===== src/rtl/wss_pkg.sv =====
package wss_pkg;

  typedef enum logic [1:0] {
    DW_1 = 2'd0,
    DW_2 = 2'd1,
    DW_4 = 2'd2,
    DW_8 = 2'd3
  } dwidth_e;

  // Left-shift amount (log2 of weight) for stage k.
  function automatic int unsigned stage_shift(input dwidth_e w, input logic dual,
                                              input int unsigned k);
    int unsigned j;
    j = dual ? (k % 4) : k;
    case (w)
      DW_1:    return 0;
      DW_2:    return dual ? ((j >= 2) ? 1 : 0) : ((k >= 4) ? 1 : 0);
      DW_4:    return dual ? j : (k / 2);
      default: return j;
    endcase
  endfunction

endpackage


===== src/rtl/wss_weigher.sv =====
module wss_weigher
  import wss_pkg::*;
#(
  parameter int N_STAGES = 8,
  parameter int SCORE_W  = 6,
  parameter int SUM_W    = 13,
  parameter int AUX_W    = 9
) (
  input  logic                        clk,
  input  logic                        rst_n,
  input  logic [N_STAGES*SCORE_W-1:0] scores,
  input  dwidth_e                     width,
  input  logic                        dual,
  input  logic [SUM_W-1:0]            off_a,
  input  logic [AUX_W-1:0]            off_b,
  output logic [SUM_W-1:0]            sum_a,
  output logic [AUX_W-1:0]            sum_b
);
  localparam int HALF = N_STAGES / 2;

  logic [SUM_W-1:0] term [N_STAGES];

  for (genvar g = 0; g < N_STAGES; g++) begin : g_term
    assign term[g] = SUM_W'(scores[g*SCORE_W +: SCORE_W]) << stage_shift(width, dual, g);
  end

  always_comb begin
    logic [SUM_W-1:0] acc_a;
    logic [AUX_W-1:0] acc_b;
    acc_a = off_a;
    acc_b = off_b;
    for (int k = 0; k < N_STAGES; k++) begin
      if (dual && (k < HALF)) acc_b = acc_b + term[k][AUX_W-1:0];
      else                    acc_a = acc_a + term[k];
    end
    sum_a = acc_a;
    sum_b = acc_b;
  end

  AST_ZERO_SCORE: assert property (@(posedge clk) disable iff (!rst_n)
    (scores == '0 && !dual) |-> (sum_a == off_a));

endmodule


===== src/rtl/wss_delay_line.sv =====
module wss_delay_line #(
  parameter int W     = 13,
  parameter int DEPTH = 16,
  localparam int SELW = $clog2(DEPTH)
) (
  input  logic            clk,
  input  logic            rst_n,
  input  logic [W-1:0]    din,
  input  logic [SELW-1:0] sel,
  output logic [W-1:0]    dout
);
  logic [W-1:0] taps [DEPTH];

  for (genvar g = 0; g < DEPTH; g++) begin : g_tap
    if (g == 0) begin : g_first
      always_ff @(posedge clk) begin
        if (!rst_n) taps[g] <= '0;
        else        taps[g] <= din;
      end
    end else begin : g_next
      always_ff @(posedge clk) begin
        if (!rst_n) taps[g] <= '0;
        else        taps[g] <= taps[g-1];
      end
    end
  end

  assign dout = taps[sel];

  AST_TAP_MIN: assert property (@(posedge clk) disable iff (!rst_n)
    ($past(rst_n) && sel == '0) |-> (dout == $past(din)));

endmodule


===== src/rtl/weighted_score_summer.sv =====
module weighted_score_summer
  import wss_pkg::*;
#(
  parameter int N_STAGES  = 8,
  parameter int SCORE_W   = 6,
  parameter int SUM_W     = 13,
  parameter int AUX_W     = 9,
  parameter int DELAY_MAX = 16,
  localparam int CODE_W   = $clog2(DELAY_MAX),
  localparam int IN_W     = N_STAGES * SCORE_W
) (
  input  logic              clk,
  input  logic              rst_n,
  input  logic [IN_W-1:0]   stage_scores,
  input  logic [1:0]        width_code,
  input  logic              dual_mode,
  input  logic [CODE_W-1:0] delay_code,
  input  logic [SUM_W-1:0]  offset_a,
  input  logic [AUX_W-1:0]  offset_b,
  input  logic [SUM_W-1:0]  cas_in,
  output logic [SUM_W-1:0]  cas_out,
  output logic [AUX_W-1:0]  aux_out
);
  logic [SUM_W-1:0]  sum_a;
  logic [AUX_W-1:0]  sum_b;
  logic [SUM_W-1:0]  line_out;
  logic [CODE_W-1:0] sel_q;
  logic [CODE_W-1:0] eff_sel;
  logic              dual_q;
  logic [AUX_W-1:0]  b_q;

  wss_weigher #(
    .N_STAGES(N_STAGES), .SCORE_W(SCORE_W), .SUM_W(SUM_W), .AUX_W(AUX_W)
  ) u_weigh (
    .clk(clk), .rst_n(rst_n), .scores(stage_scores),
    .width(dwidth_e'(width_code)), .dual(dual_mode),
    .off_a(offset_a), .off_b(offset_b), .sum_a(sum_a), .sum_b(sum_b)
  );

  always_ff @(posedge clk) begin
    if (!rst_n) begin
      sel_q  <= '0;
      dual_q <= 1'b0;
      b_q    <= '0;
    end else begin
      sel_q  <= delay_code;
      dual_q <= dual_mode;
      b_q    <= sum_b;
    end
  end

  assign eff_sel = dual_q ? '0 : sel_q;

  wss_delay_line #(.W(SUM_W), .DEPTH(DELAY_MAX)) u_line (
    .clk(clk), .rst_n(rst_n), .din(sum_a), .sel(eff_sel), .dout(line_out)
  );

  assign cas_out = dual_q ? SUM_W'(line_out[AUX_W-1:0]) : (line_out + cas_in);
  assign aux_out = dual_q ? b_q : '0;

  AST_SINGLE_SUM: assert property (@(posedge clk) disable iff (!rst_n)
    ($past(rst_n) && !dual_q && sel_q == '0) |-> (cas_out == $past(sum_a) + cas_in));
  AST_DUAL_A: assert property (@(posedge clk) disable iff (!rst_n)
    ($past(rst_n) && dual_q) |-> (cas_out == SUM_W'($past(sum_a[AUX_W-1:0]))));
  AST_DUAL_B: assert property (@(posedge clk) disable iff (!rst_n)
    ($past(rst_n) && dual_q) |-> (aux_out == $past(sum_b)));

endmodule


===== config.mk =====
export PLATFORM = sky130hd
export DESIGN_NAME = weighted_score_summer
export DESIGN_NICKNAME = d
export VERILOG_FILES = /design/src/rtl/wss_pkg.sv /design/src/rtl/wss_weigher.sv /design/src/rtl/wss_delay_line.sv /design/src/rtl/weighted_score_summer.sv
export SDC_FILE = /design/constraint.sdc
export NUM_CORES = 1
export LEC_CHECK = 0
export BUFFER_PORTS_ARGS = -buffer_cell sky130_fd_sc_hd__buf_2
export CAP_MARGIN = 40
export CORE_MARGIN = 2
export CORE_UTILIZATION = 61
export CTS_CLUSTER_DIAMETER = 50
export DETAILED_ROUTE_END_ITERATION = 12
export PLACE_DENSITY = 0.79
export SYNTH_ARGS = -nofsm -noshare
export SYNTH_HDL_FRONTEND = slang
export SYNTH_SLANG_ARGS = --single-unit

===== constraint.sdc =====
create_clock -name clk -period 14.9 [get_ports clk]
set_input_delay 2.235 -clock clk [delete_from_list [all_inputs] [get_ports clk]]
set_output_delay 2.235 -clock clk [all_outputs]
set_load 0.005 [all_outputs]

---- Word level (Yosys, flattened, before mapping) ----
Memory sizes are Yosys's and may differ from the RTL's.
Cells that the tools add are included.
storage, ports and cells
  bits of input ports ..................... 92
  bits in registers ....................... 14
  memory bits (writable) .................. 208
  memories kept ........................... 1
  output and inout port bits .............. 22
  word-level logic and storage cells ...... 103
cells by class
  shift operators ......................... 7
  equal/unequal tests ..................... 2
  magnitude comparators ................... 4
  reductions and logical operators ........ 2
  bitwise logic cells ..................... 16
  mux-type cells .......................... 55
  $add $sub $neg .......................... 13
memories
  memory       depth  bits a word  read ports  clocked after memory_dff  write ports  RTL line              text
  u_line.taps  16     13           16          0                         16           wss_delay_line.sv:12  logic [W-1:0] taps [DEPTH];
operators by type and width
  operator               number
  $pmux W32 S3           6
  $mux W13               21
  $mux W32               8
  $shl A6 B32 Y13        7
  $ge A32 B2 Y1 const B  4
  $add A13 B13 Y13       8
  $mux W9                5
  $add A9 B9 Y9          3
  $or A1 B1 Y1           16
  $add A13 B6 Y13        1
  $mux W3                4
  $add A9 B6 Y9          1
  $mux W1                7
  $mux W2                2
  $mux W4                1
  $eq A2 B1 Y1 const B   1
  $eq A2 B2 Y1 const B   1
  $logic_not A2 Y1       1
  $pmux W1 S2            1
  $reduce_or A2 Y1       1

---- Longest topological paths before layout ----
Gate-level depths: netlist of run 1.
  depth in word-level cells ............... 15
  gate-level depth with buffers ........... 43
  mapped depth without buffers ............ 39

---- Hierarchy ----
Synthesis of run 1 repeated with hierarchy kept, for this count alone.
second synthesis, totals
  cells, all modules ...................... 1551
  area total of the unflattened synthesis .. 14458.9 um2
by module, submodules not included
  module                 times used  sequential area each (um2)  cells an instance  area an instance (um2)
  wss_delay_line         1           4164.0                      550                7178.1
  wss_weigher            1           0.0                         862                6140.9
  weighted_score_summer  1           280.3                       139                1139.8

---- Worst setup path after synthesis of run 1 ----
Ideal clock, no wire load.
  kind .................................... input -> register
  start ................................... input dual_mode
  end ..................................... memory u_line.taps[0][12]
  buffers on the path ..................... 6
  arrival ................................. 10.814 ns
  library setup time ...................... 0.062 ns
  setup slack ............................. 4.024 ns
  stages .................................. 39
  required time ........................... 14.838 ns
  path through ............................ buf_6 buf_6 clkbuf_1 clkbuf_1 clkbuf_1 clkbuf_1 o21ai_0 ha_1 fa_1 a21o_1 a21oi_1 xnor2_1 xnor2_1 o21ai_0 ha_1 a21oi_1 o21ai_0 a31o_2 [... 3 more ...] ha_1 a211o_1 nor3_1 o21ai_2 mux2i_1 a211o_1 fa_1 fa_1 inv_1 fa_1 inv_1 ha_1 nand2_1 o21ai_0 o41ai_1 xnor2_1 or3b_2 nand3_1
RTL lines
  item                RTL line                     text
  start: declaration  weighted_score_summer.sv:16  input logic dual_mode,
  end: declaration    wss_delay_line.sv:12

==> summary.txt, run 1 <==
Die
  – Initial Util: 0.619
  – Die H: 161 um
  – Row cnt: 57
  – Chip width: 161 um
  – Ports: around 110
  – Die Area: 25900 um2
  – Core footprint: 24200 um2

Yosys
  – Cells after Synth: 1731
  – Asr flop ratio synth: 0
  – Synth warn: 0
  – Synth Area in Compound Gates: 0.192
  – Multiplexer area fraction after synthesis: 0.0794
  – Area share of fa/ha/maj cells after synthesis: 0.128
  – EDFF count, synth: 0
  – Largest family of logic cells by synthesized area: simple AND/OR/NAND/NOR gates
  – Simple-Gate Fraction of Synth Area: 0.205
  – Post-Synthesis Cell Area: 15000 um2
  – Avg Inst Size Synth: ~8.7 um2
  – Seq/Total Area, Yosys: 0.296
  – Post-synth top flop: dfxtp_1
  – Yosys reg bits: 222
  – Synth unique cells: 97
  – XOR/XNOR Fraction of Synth Area: 0.0495

Route
  – Initial DRC count: 866
  – Vias per std cell: 5.98
  – Via count: approximately 13000
  – Wire per inst: about 18 um
  – Total length of routed wires: 37.6 mm
  – Drt pass-1 iters: 5
  – # DRC: 0
  – Remaining antenna violation count after routing: 0

Pwr
  – PnR Total Power: 2.13 mW
  – Worst vdd ir: roughly 0.093 mV
  – Power per cell area: approximately 130 nW/um2
  – Leak: 7.32 nW

Place
  – Gpl congestion: 0.917
  – Post-Place Setup Slack: 3.58 ns
  – Placed wire-length estimate: 27.4 mm
  – PortBufs: 113
  – Dpl cells: 2085
  – Placed Area: 15700 um2

Worst setup path
  – Critical Path RT: 15.35 ns
  – Worst path max stage delay: approximately 0.70 ns
  – Crit. End Element: flip-flop
  – CP delay by family, top: adder cells
  – Critical Path Slowest Stage Cell: buf_2
  – Critical Path AT: ~11 ns
  – Startpoint Class: primary input
  – Worst Path Buf+Inv: 4
  – Crit Path Category: in -> reg
  – Peak fanout along the critical path: 52

GRT
  – First-pass GRT wire length: between 60 and 70 mm
  – Number of global-route vias before repair: 12358
  – Initial antenna violation count: 0
  – GRT Util Overall: 0.288
  – Largest net degree at the start of global routing: 115
  – Global route overflow: 0

Worst hold path
  – Min-delay worst type: reg -> reg

Clock network
  – Clk Latency, worst-skew pair: 0.51 ns
  – Clk buf depth: 3
  – Clock slew at reported path FFs: 0.06 ns
  – Root Driver: clkbuf_16
  – Post-CTS resize count: 0
  – CTS buffer count: 22
  – Setup bufs post-CTS: 0
  – H-Tree Level Count: 1
  – Post-cts hold buffer count: 0
  – Clock sinks: 222
  – CTS tree: done

Cells and area
  – Commonest non-fill, non-tap cell in the layout: and2_1
  – N_diodes: 0
  – Layout area overhead: 9.82%
  – Finished Cell Area: between 15000 and 20000 um2
  – Post-Layout Cell Count: between 2000 and 2500
  – Fill cell count: 1970
  – Most frequent cells in the layout: and2_1, dfxtp_1, nand2_1, buf_2, nor2_1
  – Final Net Count: 2003
  – Layout cells sized above 1: 0.149

Timing
  – Max Freq: 0.0921 GHz
  – Fin. Hold Viols: 0
  – Final worst-path cycle share: 0.729
  – PnR worst setup slack: 4.04 ns
  – Slew Viols, Final: 0
  – Final setup fails: 0
  – Worst Tran Pin Value: 0.940 ns
  – Worst relative slew slack: 0.373
  – RSZ-0062 raised after global routing: no
  – Setup TNS: 0 ns
  – Final min period: 10.86 ns
  – Worst Clk Skew: roughly 0.016 ns

Status
  – Outcome: finished, final reports clean

Job
  – Max Cap Viol: 0
[cell usage after synthesis (26+ instances only)]
| cell type | count | area share |
|---|---|---|
| a21o_1 | 27 | 0.014 |
| a21oi_1 | 91 | 0.030 |
| and2_1 | 222 | 0.093 |
| clkbuf_1 | 74 | 0.019 |
| dfxtp_1 | 222 | 0.30 |
| fa_1 | 44 | 0.059 |
| ha_1 | 82 | 0.068 |
| inv_1 | 82 | 0.021 |
| mux2_2 | 59 | 0.044 |
| mux2i_1 | 49 | 0.033 |
| nand2_1 | 137 | 0.034 |
| nor2_1 | 96 | 0.024 |
| o21ai_0 | 86 | 0.029 |
| xnor2_1 | 57 | 0.033 |
| xor2_1 | 26 | 0.015 |
[area by class of cell]
| class | count | area, um2 | share of cell area |
|---|---|---|---|
| clock inverter | 12 | 186 | 0.0113 |
| clock buffer | 28 | 583 | 0.0354 |
| sequential | 222 | 4450 | 0.270 |
| timing repair buffer | 131 | 721 | 0.0438 |
| multi-input combinational | 1325 | 9820 | 0.596 |
| inverter | 83 | 312 | 0.0189 |
| tap | 324 | 405 | 0.0246 |
[per-stage QoR]
step	hold slack, ns	utilization
after floorplan	0.424	-
after global placement	0.428	0.646
after detailed placement	0.435	0.648
after CTS	0.436	0.679
after global routing	0.465	0.679
final	0.438	0.679
[cells by family after synthesis]
logic type,count (synthesis)
AOI/OAI and AO/OA,414
adders and majority gates,127
buffers and inverters,187
DFF,222
xor gates and xnor gates,84
and+or+nand+nor,586
muxes,110
other,1
[flip-flops by register name (all words and copies together) (netlist names)]
name         count
u_line.taps    208
b_q              9
sel_q            4
dual_q           1
[layer usage]
metal,track usage,part of all wire,wire length (um)
met5,0,0,0
met4,0.102,0.031,1160
met3,0.0408,0.068,2560
met2,0.485,0.47,17600
met1,0.379,0.43,16300
[path summary, 6_finish.rpt]
kind | from | endpoint | slack [ns] | cells past startpoint
min | u_line.taps[2][8]$_SDFF_PN0_ | u_line.taps[3][8]$_SDFF_PN0_ | 0.44 | 1
min reg2reg | u_line.taps[2][8]$_SDFF_PN0_ | u_line.taps[3][8]$_SDFF_PN0_ | 0.44 | 1
max reg2reg | u_line.taps[0][1]$_SDFF_PN0_ | u_line.taps[1][1]$_SDFF_PN0_ | 14.22 | 1
max | width_code[1] | u_line.taps[0][12]$_SDFF_PN0_ | 4.04 | 37
[power breakdown]
group          internal, mW  switching (mW)  total (mW)
Clock                 0.350           0.230       0.580
Combinational         0.391           0.499       0.890
Sequential            0.632          0.0277       0.659
Total                  1.37           0.757        2.13
Power figures use the tool's default switching activity.
==> run 2, diff against run 1 <==
clock period = 10.2 ns   (was 14.9 ns; I/O delays follow)
==> summary.txt, run 2 (synthesized netlist as in run 1, its figures left out) <==
Status
  – Outcome: finished, final reports clean (unchanged)

Worst setup path
  – Crit. End Element: flip-flop (unchanged)
  – Peak fanout along the critical path: 4 (was 52)
  – Critical Path AT: 10.04 ns (was 11.31 ns)
  – Worst path max stage delay: 0.54 ns (was 0.70 ns)
  – Critical Path RT: 10.65 ns (was 15.35 ns)
  – Startpoint Class: primary input (unchanged)
  – Crit Path Category: in -> reg (unchanged)
  – CP dominant cell by count: ha_1
  – Critical Path Slowest Stage Cell: fa_1 (was buf_2)

Timing
  – Final setup fails: 0 (unchanged)
  – Worst Tran Pin Value: 0.908 ns (was 0.940 ns)
  – Final min period: 9.60 ns
  – Slew Viols, Final: 0 (unchanged)
  – Worst Clk Skew: 0.0165 ns (about the same)
  – RSZ-0062 raised after global routing: no (unchanged)
  – Worst relative slew slack: 0.394 (was 0.373)
  – Max Freq: 0.104 GHz
  – Final worst-path cycle share: 0.941
  – Fin. Hold Viols: 0 (unchanged)
  – WHS: 0.438 ns (about the same)

Place
  – PortBufs: 113 (unchanged)
  – Placed wire-length estimate: 27.3 mm (was 27.4 mm)
  – Gpl congestion: 0.915 (was 0.917)

Cells and area
  – Multi-input logic area: 9830 um2 (was 9820 um2)
  – Layout cells sized above 1: 0.154 (was 0.149)
  – Layout area overhead: 9.83% (was 9.82%)
  – Largest registers: u_line.taps x208, b_q x9, sel_q x4 (unchanged)
  – N_diodes: 0 (unchanged)
  – Largest Register: u_line.taps (unchanged)
  – Final Net Count: 2009 (was 2003)
  – Fill cell count: 1977 (was 1970)
  – Register Area: 4450 um2 (unchanged)
  – Core Util, Final: 0.679 (about the same)
  – Max reg flops: 208 (unchanged)
  – Commonest non-fill, non-tap cell in the layout: and2_1 (unchanged)
  – Most frequent cells in the layout: and2_1, dfxtp_1, nand2_1, buf_2, nor2_1 (unchanged)

GRT
  – Initial antenna violation count: 0 (unchanged)
  – Global route overflow: 0 (unchanged)
  – Largest net degree at the start of global routing: 126 (was 115)
  – Number of global-route vias before repair: 12323 (was 12358)
  – GRT Util Overall: 0.286 (was 0.288)
  – Routing usage on met1: 0.379 (about the same)
  – First-pass GRT wire length: 61.4 mm (about the same)
  – Gr busiest metal: met2 (unchanged)
  – Grt met3 use: 0.0243 (was 0.0408)
  – GRT met2 Usage: 0.503 (was 0.485)

Clock network
  – H-Tree Level Count: 1 (unchanged)
  – Clk Latency, worst-skew pair: 0.51 ns (about the same)
  – Clk buf depth: 3 (unchanged)
  – Post-CTS resize count: 0 (unchanged)
  – Post-cts hold buffer count: 0 (unchanged)
  – Clock slew at reported path FFs: 0.06 ns (about the same)
  – Setup bufs post-CTS: 0 (unchanged)
  – Clock sinks: 222 (unchanged)
  – CTS tree: done (unchanged)
  – CTS buffer count: 22 (unchanged)
  – Root Driver: clkbuf_16 (unchanged)

Route
  – Via count: 12604 (was 12697)
  – Total length of routed wires: 37.3 mm (was 37.6 mm)
  – Remaining antenna violation count after routing: 0 (unchanged)
  – Vias per std cell: 5.91 (was 5.98)
  – # DRC: 0 (unchanged)
  – Initial DRC count: 878 (was 866)
  – Wire per inst: 17.5 um (was 17.7 um)
  – Drt pass-1 iters: 5 (unchanged)

Pwr
  – Leak: 7.33 nW (was 7.32 nW)
  – Power per cell area: 186 nW/um2 (was 129 nW/um2)
  – Worst vdd ir: 0.136 mV (was 0.0929 mV)

Die
  – Core footprint: 24200 um2 (unchanged)
  – Chip width: 161 um (unchanged)
  – Ports: 114 (unchanged)
  – Row cnt: 57 (unchanged)
  – Die Area: 25900 um2 (unchanged)
  – Die H: 161 um (unchanged)
  – Initial Util: 0.619 (unchanged)

Worst hold path
  – Min-delay worst type: reg -> reg (unchanged)

Job
  – Max Cap Viol: 0 (unchanged)
-- run 2: worst paths after layout --
kind / from / endpoint / slack (ns) / depth (start not counted)
setup / recovery: stage_scores[0] / u_line.taps[0][12]$_SDFF_PN0_ / 0.60 / 39
hold / removal: u_line.taps[13][8]$_SDFF_PN0_ / u_line.taps[14][8]$_SDFF_PN0_ / 0.44 / 1
setup reg to reg: u_line.taps[0][1]$_SDFF_PN0_ / u_line.taps[1][1]$_SDFF_PN0_ / 9.53 / 1
hold reg to reg: u_line.taps[13][8]$_SDFF_PN0_ / u_line.taps[14][8]$_SDFF_PN0_ / 0.44 / 1
-- run 2: final cells by class --
cell class / count / share of cell area
timing repair buffer: 137 / 0.0454
clock inverter: 8 / 0.00501
sequential: 222 / 0.270
multi-input combinational: 1325 / 0.597
inverter: 83 / 0.0189
clock buffer: 32 / 0.0393
tap: 324 / 0.0246
-- run 2: through the flow --
| step | cells | area, um2 | worst slack [ns] | TNS [ns] | total power, mW |
|---|---|---|---|---|---|
| 2_1_floorplan | 1734 | 15000 | 0.0286 | 0 | 1.96 |
| 3_5_place_dp | 2090 | 15700 | -0.125 | -0.125 | 2.26 |
| 5_1_grt | 2131 | 16500 | 0.0772 | 0 | 3.28 |
| 6_report | 2131 | 16500 | 0.604 | 0 | 3.06 |
| 3_3_place_gp | 2090 | 15700 | 0.108 | 0 | 2.23 |
| 4_1_cts | 2130 | 16500 | 0.398 | 0 | 3.07 |
-- run 2: critical path, delay by kind of cell --
kind	cells	cell delay (ns)
AOI/OAI and AO/OA	12	2.14
and+or+nand+nor	8	1.45
xor gates and xnor gates	5	0.89
adders and majority gates	9	3.69
muxes	1	0.11
buffers and inverters	4	0.24
-- run 2: power breakdown --
group | switching, mW | internal [mW] | total, mW | leakage, nW
sequential | 0.0413 | 0.923 | 0.964 | 1.80
combinational | 0.719 | 0.576 | 1.30 | 5.17
clock | 0.333 | 0.470 | 0.803 | 0.366
total | 1.09 | 1.97 | 3.06 | 7.33
-- run 2: per-layer routing --
layer,vias up,share of wire,wire [um]
met5,-,0,0
met4,0,0.025,919
met3,79,0.061,2260
met2,414,0.48,17800
met1,5989,0.44,16300
li1,6122,-,-
==> run 3, diff against run 2 <==
CAP_MARGIN = 20   (was 40)
CTS_BUF_LIST = sky130_fd_sc_hd__clkbuf_4 sky130_fd_sc_hd__clkbuf_8   (was not set)
==> summary.txt, run 3 (synthesized netlist as in run 1, its figures left out) <==
Pwr
  – Worst vdd ir: 0.109 mV (was 0.136 mV)
  – Leak: 7.35 nW (was 7.33 nW)
  – Power per cell area: 183 nW/um2 (was 186 nW/um2)

Cells and area
  – Layout cells sized above 1: 0.165 (was 0.154)
  – Largest registers: u_line.taps x208, b_q x9, sel_q x4 (unchanged)
  – Largest Register: u_line.taps (unchanged)
  – N_diodes: 0 (unchanged)
  – Commonest non-fill, non-tap cell in the layout: and2_1 (unchanged)
  – Layout area overhead: 9.72% (was 9.83%)
  – Max reg flops: 208 (unchanged)
  – Most frequent cells in the layout: and2_1, dfxtp_1, nand2_1, buf_2, nor2_1 (unchanged)
  – Final Net Count: 2020 (was 2009)

Route
  – Wire per inst: 17.4 um (was 17.5 um)
  – Via count: 12700 (was 12604)
  – Initial DRC count: 836 (was 878)
  – Vias per std cell: 5.91 (about the same)
  – Drt pass-1 iters: 6 (was 5)
  – Total length of routed wires: 37.5 mm (was 37.3 mm)
  – Remaining antenna violation count after routing: 0 (unchanged)
  – # DRC: 0 (unchanged)

Worst setup path
  – Critical Path RT: 10.64 ns (was 10.65 ns)
  – Critical Path Slowest Stage Cell: fa_1 (unchanged)
  – Crit. End Element: flip-flop (unchanged)
  – Worst path max stage delay: 0.54 ns (about the same)
  – Crit Path Category: in -> reg (unchanged)
  – Flop2flop setup slack: 9.52 ns (was 9.53 ns)
  – Startpoint Class: primary input (unchanged)
  – Critical Path AT: 10.00 ns (was 10.04 ns)
  – Peak fanout along the critical path: 5 (was 4)

Die
  – Ports: 114 (unchanged)
  – Core footprint: 24200 um2 (unchanged)
  – Initial Util: 0.619 (unchanged)
  – Die H: 161 um (unchanged)
  – Chip width: 161 um (unchanged)
  – Die Area: 25900 um2 (unchanged)
  – Row cnt: 57 (unchanged)

Clock network
  – Root Driver: clkbuf_8 (was clkbuf_16)
  – Clock slew at reported path FFs: 0.07 ns (was 0.06 ns)
  – H-Tree Level Count: 2 (was 1)
  – Clk Latency, worst-skew pair: 0.51 ns (about the same)
  – CTS buffer count: 34 (was 22)
  – CTS tree: done (unchanged)
  – Clk buf depth: 3 (unchanged)
  – Setup bufs post-CTS: 0 (unchanged)
  – Clock sinks: 222 (unchanged)

GRT
  – GRT met2 Usage: 0.504 (was 0.503)
  – First-pass GRT wire length: 61.6 mm (was 61.4 mm)
  – Gr busiest metal: met2 (unchanged)
  – Number of global-route vias before repair: 12497 (was 12323)
  – Routing usage on met1: 0.373 (was 0.379)
  – Largest net degree at the start of global routing: 126 (unchanged)
  – Grt met3 use: 0.0310 (was 0.0243)
  – Global route overflow: 0 (unchanged)
  – GRT Util Overall: 0.287 (was 0.286)
  – Initial antenna violation count: 0 (unchanged)

Timing
  – Worst relative slew slack: 0.384 (was 0.394)
  – Final setup fails: 0 (unchanged)
  – Final worst-path cycle share: 0.937 (was 0.941)
  – Worst Tran Pin Value: 0.916 ns (was 0.908 ns)
  – Worst Clk Skew: 0.0350 ns (was 0.0165 ns)
  – WHS: 0.413 ns (was 0.438 ns)
  – Max Freq: 0.105 GHz (was 0.104 GHz)
  – PnR worst setup slack: 0.647 ns (was 0.604 ns)
  – Slew Viols, Final: 0 (unchanged)
  – RSZ-0062 raised after global routing: no (unchanged)
  – Fin. Hold Viols: 0 (unchanged)
  – Final min period: 9.55 ns (was 9.60 ns)

Status
  – Outcome: finished, final reports clean (unchanged)

Place
  – Post-Place Setup Slack: -0.125 ns (unchanged)
  – Placed wire-length estimate: 27.3 mm (unchanged)
  – Gpl congestion: 0.915 (unchanged)
  – PortBufs: 113 (unchanged)

Job
  – Max Cap Viol: 0 (unchanged)

Worst hold path
  – Min-delay worst type: reg -> reg (unchanged)
[run 3: cell count changes in the layout (fill, tap and decap cells not counted)]
cell | previous run | this run
clkbuf_1 | 4 | 0
clkbuf_8 | 6 | 44
clkinvlp_4 | 0 | 1
bufinv_16 | 1 | 0
clkinv_2 | 5 | 4
buf_2 | 112 | 111
clkbuf_4 | 0 | 10
clkbuf_16 | 22 | 0
clkinv_8 | 1 | 0
[run 3: worst paths after layout]
kind / depth (start not counted) / startpoint / to
setup reg to reg: 1 / u_line.taps[0][1]$_SDFF_PN0_ / u_line.taps[1][1]$_SDFF_PN0_
hold / removal: 1 / u_line.taps[6][1]$_SDFF_PN0_ / u_line.taps[7][1]$_SDFF_PN0_
setup / recovery: 39 / stage_scores[0] / u_line.taps[0][12]$_SDFF_PN0_
hold reg to reg: 1 / u_line.taps[6][1]$_SDFF_PN0_ / u_line.taps[7][1]$_SDFF_PN0_
[run 3: through the flow]
step	utilization	instance area, um2	setup TNS, ns	total power, mW	std cells
after floorplan	-	15000	0	1.96	1734
after global placement	0.649	15700	0	2.23	2090
after detailed placement	0.649	15700	-0.125	2.26	2090
after CTS	0.678	16400	0	3.02	2150
after global routing	0.679	16500	0	3.24	2150
final	0.679	16500	0	3.02	2150
[run 3: per-layer routing]
metal | wire (um) | part of all wire
met2 | 18100 | 0.48
met3 | 2160 | 0.058
met4 | 937 | 0.025
met1 | 16300 | 0.44
met5 | 0 | 0
[run 3: power by group]
part	leakage, nW	switching [mW]	total [mW]	internal, mW
Clock	0.384	0.328	0.754	0.426
Sequential	1.80	0.0420	0.965	0.923
Combinational	5.16	0.723	1.30	0.575
Total	7.35	1.09	3.02	1.92
[run 3: area by class of cell]
type	instances	area, um2
Clock buffer	54	681
Tap cell	324	405
Fill cell	1991	7790
Sequential cell	222	4450
Timing Repair Buffer	136	743
Clock inverter	6	38.8
Multi-Input combinational cell	1325	9830
Inverter	83	312
[run 3: repair_timing]
| action | in CTS | in global routing |
|---|---|---|
| gates resized for setup | 0 | 3 |
| hold buffers | 0 | 0 |
| endpoints found under the setup margin | 0 | 1 |
[run 3: worst max-delay path, delay by kind of cell]
family                   cells  cell delay [ns]
adder cells (fa/ha/maj)      9             3.66
AO/OA/AOI/OAI               15             2.81
AND/OR/NAND/NOR              7             1.10
XOR/XNOR                     3             0.53
buffers and inverters        4             0.24
multiplexers                 1             0.13
